--- config.mk ---
export PLATFORM = sky130hd
export DESIGN_NAME = fcb_frame_buffer
export DESIGN_NICKNAME = d
export VERILOG_FILES = /design/src/rtl/fcb_pkg.sv /design/src/rtl/fcb_stage.sv /design/src/rtl/fcb_regif.sv /design/src/rtl/fcb_frame_buffer.sv
export SDC_FILE = /design/constraint.sdc
export NUM_CORES = 1
export LEC_CHECK = 0
export BUFFER_PORTS_ARGS = -buffer_cell sky130_fd_sc_hd__buf_2
export CAP_MARGIN = 10
export CORE_AREA = 2 2 152 154
export CTS_BUF_LIST = sky130_fd_sc_hd__clkbuf_8
export DETAILED_ROUTE_END_ITERATION = 12
export DIE_AREA = 0 0 154 156
export PLACE_DENSITY = 0.93
export SETUP_SLACK_MARGIN = 0.1
export SLEW_MARGIN = 20
export SYNTH_ARGS = -nofsm -noshare
export SYNTH_HDL_FRONTEND = slang
export SYNTH_SLANG_ARGS = --single-unit
--- constraint.sdc ---
create_clock -name clk -period 2.8 [get_ports clk]
set_input_delay 0.28 -clock clk [delete_from_list [all_inputs] [get_ports clk]]
set_output_delay 0.28 -clock clk [all_outputs]
set_load 0.01 [all_outputs]
--- src/rtl/fcb_pkg.sv ---
package fcb_pkg;
   localparam int CH_PER_PORT = 3;
   localparam int CH_D        = 2;

   function automatic int chan_lsb(input int ch, input int bw);
      return ch * bw;
   endfunction

   function automatic int chan_width(input int ch, input int bw, input int dw);
      return (ch == CH_D) ? dw : bw;
   endfunction
endpackage

--- src/rtl/fcb_stage.sv ---
module fcb_stage #(
   parameter int W = 8
) (
   input  logic         clk,
   input  logic         rst_n,
   input  logic         frame_stb,
   input  logic         en,
   input  logic         loop_sel,
   input  logic [W-1:0] tx_hold,
   input  logic [W-1:0] rx_line,
   output logic [W-1:0] tx_sh,
   output logic [W-1:0] rx_cpu
);
   logic [W-1:0] tx_q, rx_sh_q, rx_cpu_q;
   logic [W-1:0] rx_src;

   initial begin
      if (W < 1) $error("fcb_stage: W must be positive");
   end

   assign rx_src = loop_sel ? tx_q : rx_line;

   always_ff @(posedge clk) begin
      if (!rst_n) begin
         tx_q     <= '0;
         rx_sh_q  <= '0;
         rx_cpu_q <= '0;
      end else if (frame_stb && en) begin
         tx_q     <= tx_hold;
         rx_sh_q  <= rx_src;
         rx_cpu_q <= rx_sh_q;
      end
   end

   assign tx_sh  = tx_q;
   assign rx_cpu = rx_cpu_q;

   p_tx_load_r3: assert property (@(posedge clk) disable iff (!rst_n)
      (frame_stb && en) |=> (tx_sh == $past(tx_hold)));
   p_rx_promote_r4: assert property (@(posedge clk) disable iff (!rst_n)
      (frame_stb && en) |=> (rx_cpu == $past(rx_sh_q)));
   p_loop_capture_r5: assert property (@(posedge clk) disable iff (!rst_n)
      (frame_stb && en && loop_sel) |=> (rx_sh_q == $past(tx_sh)));
   p_quiet_between_r6: assert property (@(posedge clk) disable iff (!rst_n)
      !frame_stb |=> ($stable(tx_sh) && $stable(rx_sh_q) && $stable(rx_cpu)));
   p_disabled_hold_r7: assert property (@(posedge clk) disable iff (!rst_n)
      (frame_stb && !en) |=> ($stable(tx_sh) && $stable(rx_sh_q) && $stable(rx_cpu)));
endmodule

--- src/rtl/fcb_regif.sv ---
module fcb_regif #(
   parameter int NUM_PORTS = 4,
   parameter int PW        = 18,
   parameter int DATA_W    = 32,
   parameter int ADDR_W    = 4
) (
   input  logic                    clk,
   input  logic                    rst_n,
   input  logic                    frame_stb,
   input  logic                    reg_wr,
   input  logic [ADDR_W-1:0]       reg_addr,
   input  logic [DATA_W-1:0]       reg_wdata,
   input  logic [NUM_PORTS*PW-1:0] rx_cpu_flat,
   output logic [NUM_PORTS*PW-1:0] hold_flat,
   output logic [DATA_W-1:0]       reg_rdata,
   output logic                    irq
);
   localparam int RX_BASE   = NUM_PORTS;
   localparam int STAT_ADDR = 2 * NUM_PORTS;

   logic [PW-1:0] hold_q [NUM_PORTS];
   logic          irq_q;
   logic          clr_req;

   assign clr_req = reg_wr && (reg_addr == ADDR_W'(STAT_ADDR)) && reg_wdata[0];

   always_ff @(posedge clk) begin
      if (!rst_n) begin
         for (int p = 0; p < NUM_PORTS; p++) hold_q[p] <= '0;
      end else if (reg_wr) begin
         for (int p = 0; p < NUM_PORTS; p++)
            if (reg_addr == ADDR_W'(p)) hold_q[p] <= reg_wdata[PW-1:0];
      end
   end

   always_ff @(posedge clk) begin
      if (!rst_n)          irq_q <= 1'b0;
      else if (frame_stb)  irq_q <= 1'b1;
      else if (clr_req)    irq_q <= 1'b0;
   end

   always_comb begin
      reg_rdata = '0;
      for (int p = 0; p < NUM_PORTS; p++) begin
         if (reg_addr == ADDR_W'(p))
            reg_rdata[PW-1:0] = hold_q[p];
         if (reg_addr == ADDR_W'(RX_BASE + p))
            reg_rdata[PW-1:0] = rx_cpu_flat[p*PW +: PW];
      end
      if (reg_addr == ADDR_W'(STAT_ADDR)) reg_rdata[0] = irq_q;
   end

   for (genvar p = 0; p < NUM_PORTS; p++) begin : g_flat
      assign hold_flat[p*PW +: PW] = hold_q[p];
   end

   assign irq = irq_q;

   p_irq_set_r8: assert property (@(posedge clk) disable iff (!rst_n)
      frame_stb |=> irq);
   p_irq_clear_r8: assert property (@(posedge clk) disable iff (!rst_n)
      (clr_req && !frame_stb) |=> !irq);
   p_rx_space_ro_r9: assert property (@(posedge clk) disable iff (!rst_n)
      (reg_wr && (reg_addr >= ADDR_W'(RX_BASE))) |=> (hold_flat == $past(hold_flat)));
endmodule

--- src/rtl/fcb_frame_buffer.sv ---
module fcb_frame_buffer #(
   parameter int NUM_PORTS    = 4,
   parameter int B_W          = 8,
   parameter int D_W          = 2,
   parameter int DATA_W       = 32,
   parameter int ADDR_W       = 4,
   parameter bit HAS_LOOPBACK = 1'b1
) (
   input  logic                                   clk,
   input  logic                                   rst_n,
   input  logic                                   frame_stb,
   input  logic                                   loopback,
   input  logic [NUM_PORTS*fcb_pkg::CH_PER_PORT-1:0] chan_en,
   input  logic                                   reg_wr,
   input  logic [ADDR_W-1:0]                      reg_addr,
   input  logic [DATA_W-1:0]                      reg_wdata,
   output logic [DATA_W-1:0]                      reg_rdata,
   output logic                                   irq_frame,
   output logic [NUM_PORTS*(2*B_W+D_W)-1:0]       slot_tx_data,
   input  logic [NUM_PORTS*(2*B_W+D_W)-1:0]       slot_rx_data
);
   import fcb_pkg::*;

   localparam int PW  = 2 * B_W + D_W;
   localparam int TOT = NUM_PORTS * PW;

   if (PW > DATA_W) begin : g_bad_width
      $error("fcb_frame_buffer: port word wider than DATA_W");
   end
   if (2 * NUM_PORTS + 1 > (1 << ADDR_W)) begin : g_bad_addr
      $error("fcb_frame_buffer: ADDR_W too small for register map");
   end

   logic [TOT-1:0] hold_flat, rx_cpu_flat;
   logic           loop_sel;

   if (HAS_LOOPBACK) begin : g_loop
      assign loop_sel = loopback;
   end else begin : g_noloop
      assign loop_sel = 1'b0;
   end

   fcb_regif #(
      .NUM_PORTS(NUM_PORTS), .PW(PW), .DATA_W(DATA_W), .ADDR_W(ADDR_W)
   ) u_regif (
      .clk        (clk),
      .rst_n      (rst_n),
      .frame_stb  (frame_stb),
      .reg_wr     (reg_wr),
      .reg_addr   (reg_addr),
      .reg_wdata  (reg_wdata),
      .rx_cpu_flat(rx_cpu_flat),
      .hold_flat  (hold_flat),
      .reg_rdata  (reg_rdata),
      .irq        (irq_frame)
   );

   for (genvar p = 0; p < NUM_PORTS; p++) begin : g_port
      for (genvar c = 0; c < CH_PER_PORT; c++) begin : g_chan
         localparam int LSB = p * PW + chan_lsb(c, B_W);
         localparam int CW  = chan_width(c, B_W, D_W);
         fcb_stage #(.W(CW)) u_stage (
            .clk      (clk),
            .rst_n    (rst_n),
            .frame_stb(frame_stb),
            .en       (chan_en[p*CH_PER_PORT + c]),
            .loop_sel (loop_sel),
            .tx_hold  (hold_flat[LSB +: CW]),
            .rx_line  (slot_rx_data[LSB +: CW]),
            .tx_sh    (slot_tx_data[LSB +: CW]),
            .rx_cpu   (rx_cpu_flat[LSB +: CW])
         );
      end
   end

   p_reset_quiet_r1: assert property (@(posedge clk)
      !rst_n |=> (!irq_frame && (slot_tx_data == '0)));
endmodule

Word level (Yosys, flattened, before mapping)

Memories as Yosys holds them, arrays and structs flattened.
Cells that the tools add are included.

Bits in registers: 217
Input port bits: 125
Memory bits (writable): 72
Word-level logic and storage cells: 110
Memories: 1

Memory list:

| memory         | depth | width | rd ports | clocked after memory_dff | write ports | line            | source |
|---|---|---|---|---|---|---|---|
| u_regif.hold_q | 4     | 18    | 4        | 0                        | 4           | fcb_regif.sv:21 | `logic [PW-1:0] hold_q [NUM_PORTS];` |

Bitwise operators: 4
Equality and inequality tests: 8
Reductions and logical operators: 16
Multiplexer cells: 44

Operator list:

| operator                                                               | count |
|---|---|
| 18-bit two-way mux                                                     | 12 |
| 8-bit two-way mux                                                      | 8 |
| 1-bit two-way mux                                                      | 20 |
| 4-bit by 3-bit equality test with 1-bit output (second input constant) | 4 |
| 1-bit logical AND                                                      | 14 |
| 4-bit by 2-bit equality test with 1-bit output (second input constant) | 2 |
| 2-bit two-way mux                                                      | 4 |
| 4-bit by 1-bit equality test with 1-bit output (second input constant) | 1 |
| 4-bit equality test (second input constant)                            | 1 |
| 4-bit logical NOT                                                      | 1 |
| 1-bit bitwise OR                                                       | 4 |
| 2-bit nonzero test                                                     | 1 |

Depth between registers and ports, before layout

Gate-level depths: netlist (run 1).

Depth in word-level cells: 10
Depth in mapped cells: 7
Gate-level depth less buffers: 4

Modules after synthesis

Synthesis (run 1) repeated with hierarchy kept, for this count alone.

Cell total of the unflattened synthesis: 1,375
Area total of the unflattened synthesis: 14,552.7 µm²

By module, submodules not included:

| module                                       | area an instance (µm²) | sequential area each (µm²) | instances | cells an instance |
|---|---|---|---|---|
| fcb_stage at g_port[0].g_chan[0].u_stage ... | 1,136.1                | 480.5                      | 8         | 110 |
| fcb_regif                                    | 4,337.9                | 2,182.1                    | 1         | 387 |
| fcb_stage at g_port[0].g_chan[2].u_stage ... | 281.5                  | 120.1                      | 4         | 27 |

Worst setup path after synthesis (run 1)

OpenSTA, ideal clock, no wires.

Kind: input -> register
Start: in reg_addr[0]
End: mem u_regif.hold_q[0][0], enable pin
Setup time: 0.421 ns
Stages on the path: 3
Slack: 0.268 ns
Arrival: 2.111 ns
Cells stage by stage: buf_1 > clkbuf_1 > o31ai_1

RTL lines:

| item            | line                   | source |
|---|---|---|
| start, declared | fcb_frame_buffer.sv:15 | `input logic [ADDR_W-1:0] reg_addr,` |
| end, declared   | fcb_regif.sv:21        |  |

Worst setup path in the final report (run 1)

Start: in reg_addr[0]
End: out reg_rdata[15]

Cells in the longest elaborated chain, start to end: 9
Elaborated cells on any way between the ends: 16
Classes of those cells: eq/ne: 7; mux: 8; reduce/logical: 1

Ends and longest elaborated chain:

| item                   | line                   | source |
|---|---|---|
| 4-bit logical NOT      | fcb_regif.sv:45        | `if (reg_addr == ADDR_W'(p))` |
| 18-bit two-way mux     | fcb_regif.sv:45        |  |
| 18-bit two-way mux     | fcb_regif.sv:47        | `if (reg_addr == ADDR_W'(RX_BASE + p))` |
| 18-bit two-way mux     | fcb_regif.sv:45        |  |
| 18-bit two-way mux     | fcb_regif.sv:47        |  |
| 18-bit two-way mux     | fcb_regif.sv:45        |  |
| 18-bit two-way mux     | fcb_regif.sv:47        |  |
| 18-bit two-way mux     | fcb_regif.sv:45        |  |
| 18-bit two-way mux (*) | fcb_regif.sv:47        |  |
| end, declared          | fcb_frame_buffer.sv:17 | `output logic [DATA_W-1:0] reg_rdata,` |

Every way passes the cells marked *; elsewhere a longest branch is shown, timed or not.

==> metrics.yaml, run 1 <==
run_status:
  status: "completed"
worst_hold_path:
  hold_depth: 2
  holdCritPathClass: "input port to flip-flop"
timing:
  hold_viol: 0
  finalSetupTns_ps: 0
  rsz0062_at_grt: "no"
  slew_headroom: 0.3955
  setup_violations: 0
  skew_ps: 12.16
  slew_violations: 0
  min_period_ps: 2620
  final.period_utilization: 0.9357
  fmax_ghz: 0.3817
  tightest_slew_ps: 906.8
cts:
  tritoncts: "done"
  cts_htree_levels: 2
  cts_hold_buf: 0
  numCtsBuffers: 45
  cts_setup_buffers: 0
  cts_sinks: 289
  cts_max_path_buffers: 3
  cts_root_buf: "clkbuf_8"
  cts_resized: 0
  clk_latency_ps: 550
  clk_pin_slew_worst_paths_ps: 60
pwr:
  p_leak_nw: 6.819
  peakVddDrop_uv: 389.2
  p_per_area_nw_per_um2: 613.9
  power_mw: 9.093
critical_path:
  crit_path_end_kind: "primary output"
  crit_required_ps: 2520
  worst-r2r-cell-count: 3
  cp-start-kind: "input port"
  cp_max_fo: 15
  worstSetupPathType: "input port to primary output"
  arrival_ps: 2340
route:
  routedWlPerCell_microns: 18.77
  drc: 0
  via_count: 10540
  final_antenna_net_count: 0
  via_per_inst: 5.789
  drtPass1Iterations: 6
  initialDrtViolationCount: 1142
  postRouteWirelength_microns: 34170
floorplanning:
  start_util: 0.5747
  design.die.area_sq_um: 24020
  die_x_microns: 154
  die-height_microns: 156
  core_area_sq_um: 22370
  row_count: 55
  ios: 230
global_route:
  overflow: 0
  antenna_found_initial: 4
  grt_pass1_wl_microns: 52470
  grtUsageMet2: 0.4610
  track_usage: 0.2779
  met1_usage: 0.3482
  grt-busiest-layer: "met2"
  grt_max_degree: 110
  grt_pass1_vias: 9928
  met3_usage: 0.04722
final_layout:
  area_growth_pct: 15.22
  fin_nets: 1620
  layout-drive-gt1-share: 0.2052
  fillers: 1666
yosys:
  async_reset_ff_frac: 0
  synth_top_area_frac: 0.3380
  synth_edf_count: 72
  synth-main-ff-cell: "dfxtp_1"
  yosys.cell_types.count: 44
  yosys.cell_count.top_type: "nand2_1"
  netlist_area_sq_um: 12850
  synth_seq_cells: 289
  yosys.area.top_type: "dfxtp_1"
  seq_area_frac_synth: 0.5062
  syn_inst: 1325
  yosysWarningCount: 0
  netlist_top_cells_area: "dfxtp_1, edfxtp_1, nand2_1"
  synth_area_per_cell_sq_um: 9.701
  synth_commonest_cells: "nand2_1, dfxtp_1, mux2i_1"
placed_design:
  portBuffers: 201
  dp_hpwl_microns: 23920
  place_congestion: 0.9774
flow_run:
  drv_cap: 0
[cell families (layout without fill, tap and decap cells)]
logic type | after synthesis | in the layout | share of synthesized area
buffers and inverters | 120 | 312 | 0.04682
other | 1 | 19 | 0.0002917
multiplexers | 114 | 114 | 0.09296
flip-flops | 289 | 289 | 0.5062
AND/OR/NAND/NOR | 502 | 502 | 0.1705
AO/OA/AOI/OAI | 299 | 299 | 0.1832
[placed cells by master, fill, tap and decap left out, types with 5 or more instances in the layout]
cell,count
a21boi_0,94
a21boi_1,50
a21o_1,9
a21oi_1,5
a22oi_1,13
a32oi_1,5
and2_1,85
buf_2,199
buf_4,28
clkbuf_8,55
clkinv_2,5
conb_1,14
dfxtp_1,217
diode_2,5
edfxtp_1,72
inv_1,17
mux2_2,10
mux2i_1,98
nand2_1,373
nor2_1,16
nor3b_1,8
o211a_1,72
o21ai_0,12
o21ai_1,14
o22ai_1,11
[registers in the layout (all words and copies together), names as in the netlist]
| signal | cells |
|---|---|
| g_port.g_chan.u_stage.rx_cpu | 72 |
| g_port.g_chan.u_stage.rx_sh_q | 72 |
| g_port.g_chan.u_stage.tx_sh | 72 |
| u_regif.hold_q | 72 |
| u_regif.irq | 1 |
[per-layer routing]
layer | part of all wire | up-vias
met5 | 0.00038 | -
met4 | 0.054 | 2
met3 | 0.089 | 135
met2 | 0.47 | 597
met1 | 0.39 | 4915
li1 | - | 4887
[final timing paths]
kind / slack [ps] / start / end
setup / recovery: 180 / reg_addr[0] / reg_rdata[15]
hold / removal: 50 / reg_wdata[17] / u_regif.hold_q[2][17]$_SDFFCE_PN0P_
setup reg to reg: 1860 / g_port[2].g_chan[2].u_stage.tx_sh[1]$_SDFFE_PN0P_ / g_port[2].g_chan[2].u_stage.rx_sh_q[1]$_SDFFE_PN0P_
hold reg to reg: 450 / g_port[1].g_chan[0].u_stage.rx_sh_q[2]$_SDFFE_PN0P_ / g_port[1].g_chan[0].u_stage.rx_cpu[2]$_SDFFE_PN0P_
[critical path, cell delays in order]
cell and delay [ps]:
buf_2 310, or3b_1 540, or2_0 530, o21ai_1 320, a22oi_1 160, buf_2 190
[per-stage QoR]
stage / instances / hold WS [ps] / setup slack, ps / cell area [sq um] / util
finish: 1820 / 52.65 / 179.9 / 14810 / 0.6622
global route: 1819 / 50.94 / 122.8 / 14810 / 0.6621
CTS: 1815 / 36.52 / 288.1 / 14800 / 0.6617
detailed placement: 1733 / 444.1 / 340.1 / 13900 / 0.6213
global placement: 1733 / 440.2 / 381.7 / 13900 / 0.6213
floorplan: 1338 / 430.9 / 267.5 / 12900 / -
[final cells by class]
| type | instances | area, sq um | share of cell area |
|---|---|---|---|
| clock buffer | 55 | 757.0 | 0.05111 |
| timing repair buffer | 228 | 1226 | 0.08279 |
| clock inverter | 27 | 145.1 | 0.009800 |
| multi-input combinational | 929 | 5799 | 0.3916 |
| tap | 285 | 356.6 | 0.02408 |
| antenna | 5 | 12.51 | 0.0008448 |
| inverter | 2 | 7.507 | 0.0005069 |
| sequential | 289 | 6506 | 0.4393 |
[where the power goes]
part           internal (mW)  switching, mW  leakage [nW]
registers               4.48          0.154          2.46
clock network           1.87           1.66         0.514
logic                  0.381          0.539          3.84
total                   6.74           2.35          6.82
(Power assumes the default switching activity.)
==> run 2, diff against run 1 <==
Settings changed: CORE_AREA 2 2 152 154 to 2 2 145 162, DIE_AREA 0 0 154 156 to 0 0 147 164.
==> metrics.yaml, run 2 (synthesis gave the netlist of run 1 again) <==
cts:
  tritoncts: "done"
  cts_max_path_buffers: 3
  clk_pin_slew_worst_paths_ps: 60
  cts_htree_levels: 2
  cts_setup_buffers: 0
  cts_sinks: 289
  clk_latency_ps: 570
  cts_hold_buf: 0
  numCtsBuffers: 45
  cts_resized: 0
  cts_root_buf: "clkbuf_8"
critical_path:
  r2r_start: "g_port[3].g_chan[2].u_stage.tx_sh[1]$_SDFFE_PN0P_"
  crit_required_ps: 2520
  worstSetupPathType: "input port to primary output"
  cpMaxStageDelayCell: "or2_0"
  cp-endpoint: "reg_rdata[13]"
  crit_path_end_kind: "primary output"
  slowest_delay_ps: 530
  crit_path_frequent_cell: "buf_2"
  critPathLaunch: "reg_addr[2]"
  cp_max_fo: 29
  worst-r2r-cell-count: 3
  arrival_ps: 2360
  r2r_slack_ps: 1890
  cp-start-kind: "input port"
  crit_chain: "buf_2, inv_1, or2_0, o21ai_1, a22oi_1, buf_2"
  worstReg2RegEnd: "g_port[3].g_chan[2].u_stage.rx_sh_q[1]$_SDFFE_PN0P_"
route:
  via_count: 10190
  final_antenna_net_count: 0
  initialDrtViolationCount: 881
  drc: 0
  drtPass1Iterations: 5
  via_per_inst: 5.576
  routedWlPerCell_microns: 17.64
  postRouteWirelength_microns: 32240
timing:
  slew_headroom: 0.3576
  min_period_ps: 2640
  fmax_ghz: 0.3788
  final.period_utilization: 0.9427
  tightest_slew_ps: 957.2
  skew_ps: 29.24
  finalSetupTns_ps: 0
  setup_violations: 0
  slew_violations: 0
  hold_viol: 0
  rsz0062_at_grt: "no"
placed_design:
  dp_hpwl_microns: 22750
  place_congestion: 0.9483
  portBuffers: 201
pwr:
  p_switching_mw: 2.264
  p_sw_frac: 0.2538
  p_clk_frac: 0.380
  p_int_mw: 6.656
  p_leak_nw: 6.808
  peakVddDrop_uv: 368.5
  power_frac_seq: 0.519
  power_frac_comb: 0.101
  p_per_area_nw_per_um2: 604.2
floorplanning:
  design.die.area_sq_um: 24110
  die_x_microns: 147
  core_area_sq_um: 22500
  die-height_microns: 164
  row_count: 58
  start_util: 0.5714
  ios: 230
final_layout:
  most-common-layout-cells: "nand2_1, dfxtp_1, buf_2"
  area_growth_pct: 14.85
  final_core_util: 0.6562
  final_common_cell: "nand2_1"
  fin_nets: 1614
  layout-drive-gt1-share: 0.1982
global_route:
  track_usage: 0.2589
  antenna_found_initial: 2
  overflow: 0
  grt_pass1_wl_microns: 48730
  grt_pass1_vias: 9539
  grt_max_degree: 218
worst_hold_path:
  holdCritPathClass: "input port to flip-flop"
run_status:
  status: "completed"
flow_run:
  drv_cap: 0
-- run 2: cell types whose count changed in the layout (fill, tap and decap cells not counted), sizes merged --
cell and change:
inv +7, buf -6, clkinv -5, clkinvlp -2, diode -2, bufinv -1
clkbuf +1
-- run 2: worst max-delay path, delay by kind of cell --
family | cells | cell delay [ps]
buf+inv | 3 | 1030
simple gates | 1 | 530
compound gates | 2 | 500
-- run 2: routing by layer --
layer	part of all wire	routed length (microns)	vias to the layer above	GRT usage
met2	0.49	15760	449	0.4535
met5	0.00037	12	-	0
li1	-	-	4884	-
met1	0.39	12430	4758	0.3127
met3	0.084	2705	95	0.04417
met4	0.041	1326	2	0.1215
-- run 2: power by group through the flow --
stage	clock, mW	sequential, mW	combinational, mW
finish	3.39	4.63	0.899
global route	3.61	4.65	0.980
CTS	3.42	4.63	0.894
detailed placement	0	4.72	0.889
global placement	0	4.71	0.864
floorplan	0	4.68	0.590
-- run 2: worst min path at each step --
stage / startpoint / endpoint / slack [ps] / cells after the start
CTS: reg_wdata[11] / u_regif.hold_q[1][11]$_SDFFCE_PN0P_ / 20 / 2
global route: reg_wdata[17] / u_regif.hold_q[1][17]$_SDFFCE_PN0P_ / 50 / 2
finish: reg_wdata[11] / u_regif.hold_q[1][11]$_SDFFCE_PN0P_ / 30 / 2
detailed placement: g_port[3].g_chan[0].u_stage.rx_cpu[7]$_SDFFE_PN0P_ / g_port[3].g_chan[0].u_stage.rx_cpu[7]$_SDFFE_PN0P_ / 450 / 2
floorplan: g_port[1].g_chan[0].u_stage.rx_sh_q[4]$_SDFFE_PN0P_ / g_port[1].g_chan[0].u_stage.rx_cpu[4]$_SDFFE_PN0P_ / 430 / 2
global placement: g_port[1].g_chan[0].u_stage.rx_sh_q[3]$_SDFFE_PN0P_ / g_port[1].g_chan[0].u_stage.rx_cpu[3]$_SDFFE_PN0P_ / 440 / 2
-- run 2: layout make-up --
| cell class | instances | area (sq um) |
|---|---|---|
| Clock inverter | 26 | 102.6 |
| Inverter | 2 | 7.507 |
| Antenna cell | 3 | 7.507 |
| Fill cell | 1729 | 7734 |
| Multi-Input combinational cell | 929 | 5799 |
| Timing Repair Buffer | 222 | 1194 |
| Clock buffer | 56 | 770.7 |
| Sequential cell | 289 | 6506 |
| Tap cell | 300 | 375.4 |
-- run 2: per-stage QoR --
stage	power [mW]	hold slack, ps	cell area (sq um)	setup slack [ps]	cells
after floorplan	5.274	430.9	12900	267.5	1338
after global placement	5.576	441.3	13880	396.7	1742
after detailed placement	5.607	446.3	13880	267.5	1742
after CTS	8.948	21.01	14760	248.3	1824
after global routing	9.236	46.01	14760	101.8	1824
final	8.920	32.61	14760	160.3	1827
==> run 3, diff against run 2 <==
Settings changed: CORE_AREA 2 2 145 162 to 2 2 153 170, DIE_AREA 0 0 147 164 to 0 0 155 172, PLACE_DENSITY 0.93 to 0.89, TNS_END_PERCENT set to 10.
Clock period 2.8 ns to 2.4 ns, I/O delays scaled along.
==> metrics.yaml, run 3 (synthesis gave the netlist of run 1 again) <==
placed_design:
  place_congestion: 0.9436
  dp_hpwl_microns: 23410
  portBuffers: 201
cts:
  cts_max_path_buffers: 3
  cts_sinks: 289
  cts_root_buf: "clkbuf_8"
  clk_pin_slew_worst_paths_ps: 60
  tritoncts: "done"
  cts_setup_buffers: 0
  numCtsBuffers: 45
  clk_latency_ps: 550
  cts_htree_levels: 2
route:
  postRouteWirelength_microns: 32770
  drtPass1Iterations: 5
  via_count: 10180
  initialDrtViolationCount: 847
  drc: 0
  routedWlPerCell_microns: 17.63
  final_antenna_net_count: 0
  via_per_inst: 5.477
worst_hold_path:
  holdCritPathClass: "input port to flip-flop"
timing:
  min_period_ps: 2285
  tightest_slew_ps: 712.8
  skew_ps: 20.66
  slew_violations: 0
  setup_violations: 0
  fmax_ghz: 0.4377
  finalSetupTns_ps: 0
  slew_headroom: 0.5248
  rsz0062_at_grt: "yes"
  hold_viol: 0
  final.period_utilization: 0.9519
floorplanning:
  ios: 230
  design.die.area_sq_um: 26660
  row_count: 61
  die_x_microns: 155
  die-height_microns: 172
  core_area_sq_um: 24960
  start_util: 0.5150
global_route:
  grt_pass1_vias: 9650
  track_usage: 0.2387
  antenna_found_initial: 1
  grt_max_degree: 151
  grt_pass1_wl_microns: 49450
  overflow: 0
critical_path:
  cpMaxStageDelayCell: "or2_0"
  crit_chain: "buf_2, or3b_1, or2_0, o21ai_1, a22oi_1, buf_2"
  cp_max_fo: 11
  crit_required_ps: 2160
  cp-start-kind: "input port"
  worstSetupPathType: "input port to primary output"
  slowest_delay_ps: 450
  crit_path_frequent_cell: "buf_2"
  arrival_ps: 2040
  crit_path_end_kind: "primary output"
final_layout:
  final_core_util: 0.6015
  fin_nets: 1632
  fillers: 2046
  area_growth_pct: 16.79
  multiInputGateArea_sq_um: 5806
  regArea_sq_um: 6506
  most-common-layout-cells: "nand2_1, dfxtp_1, buf_2"
  final_common_cell: "nand2_1"
  layout-drive-gt1-share: 0.2122
flow_run:
  drv_cap: 0
pwr:
  peakVddDrop_uv: 443.9
  p_per_area_nw_per_um2: 713.8
  p_leak_nw: 6.912
run_status:
  status: "completed"
-- run 3: changes by cell type in the layout (fill, tap and decap cells not counted), sizes merged --
cell,delta
buf,+15
bufinv,+2
clkbuf,+1
clkinv,+3
clkinvlp,+1
dlygate4sd3,+3
inv,-8
-- run 3: area by class of cell --
cell class              instances  area share
multi-input cells             929      0.3867
repair buffers                240     0.08985
well taps                     315     0.02625
inverters                       2   0.0005001
flip-flops and latches        289      0.4334
clock buffers                  57     0.05226
clock inverters                24     0.01050
diodes                          3   0.0005001
-- run 3: power breakdown --
part           internal (mW)  leakage (nW)  switching [mW]  total (mW)
registers               5.23          2.46           0.173        5.41
logic                  0.455          3.91           0.620        1.08
clock network           2.35         0.536            1.88        4.23
-- run 3: final timing paths --
kind | end | depth (start not counted) | from | slack (ps)
worst max-delay path | reg_rdata[16] | 6 | reg_addr[0] | 120
worst min-delay path | g_port[2].g_chan[1].u_stage.rx_sh_q[2]$_SDFFE_PN0P_ | 4 | slot_rx_data[46] | 40
worst max register to register | g_port[1].g_chan[1].u_stage.rx_sh_q[3]$_SDFFE_PN0P_ | 3 | g_port[1].g_chan[1].u_stage.tx_sh[3]$_SDFFE_PN0P_ | 1530
worst min register to register | g_port[1].g_chan[1].u_stage.rx_cpu[0]$_SDFFE_PN0P_ | 2 | g_port[1].g_chan[1].u_stage.rx_sh_q[0]$_SDFFE_PN0P_ | 450
-- run 3: what timing repair did --
item                                    CTS  global route
endpoints found under the setup margin    0             4
gates resized for setup                   0             1
hold endpoints to repair                  7             0
hold buffers                              3             0
-- run 3: routing by layer --
layer	vias up	share of wire	global-route usage
met5	-	0	0
met4	0	0.039	0.1047
met3	79	0.077	0.05363
met2	398	0.49	0.4162
met1	4790	0.39	0.2833
li1	4914	-	-
-- run 3: through the flow --
| stage | total power [mW] | std cells | setup slack [ps] | hold WS, ps | area (sq um) |
|---|---|---|---|---|---|
| global placement | 6.530 | 1772 | 243.3 | 442.0 | 14030 |
| CTS | 10.77 | 1856 | 133.1 | 12.74 | 15000 |
| global route | 11.10 | 1857 | 63.94 | 13.75 | 15010 |
| detailed placement | 6.565 | 1772 | 218.2 | 445.6 | 14030 |
| floorplan | 6.153 | 1338 | 26.97 | 430.9 | 12910 |
| finish | 10.72 | 1859 | 115.4 | 39.50 | 15010 |
-- run 3: worst max-delay path, delay by kind of cell --
| family | cells | cell delay, ps |
|---|---|---|
| compound gates | 2 | 510 |
| buf+inv | 2 | 440 |
| simple gates | 2 | 840 |
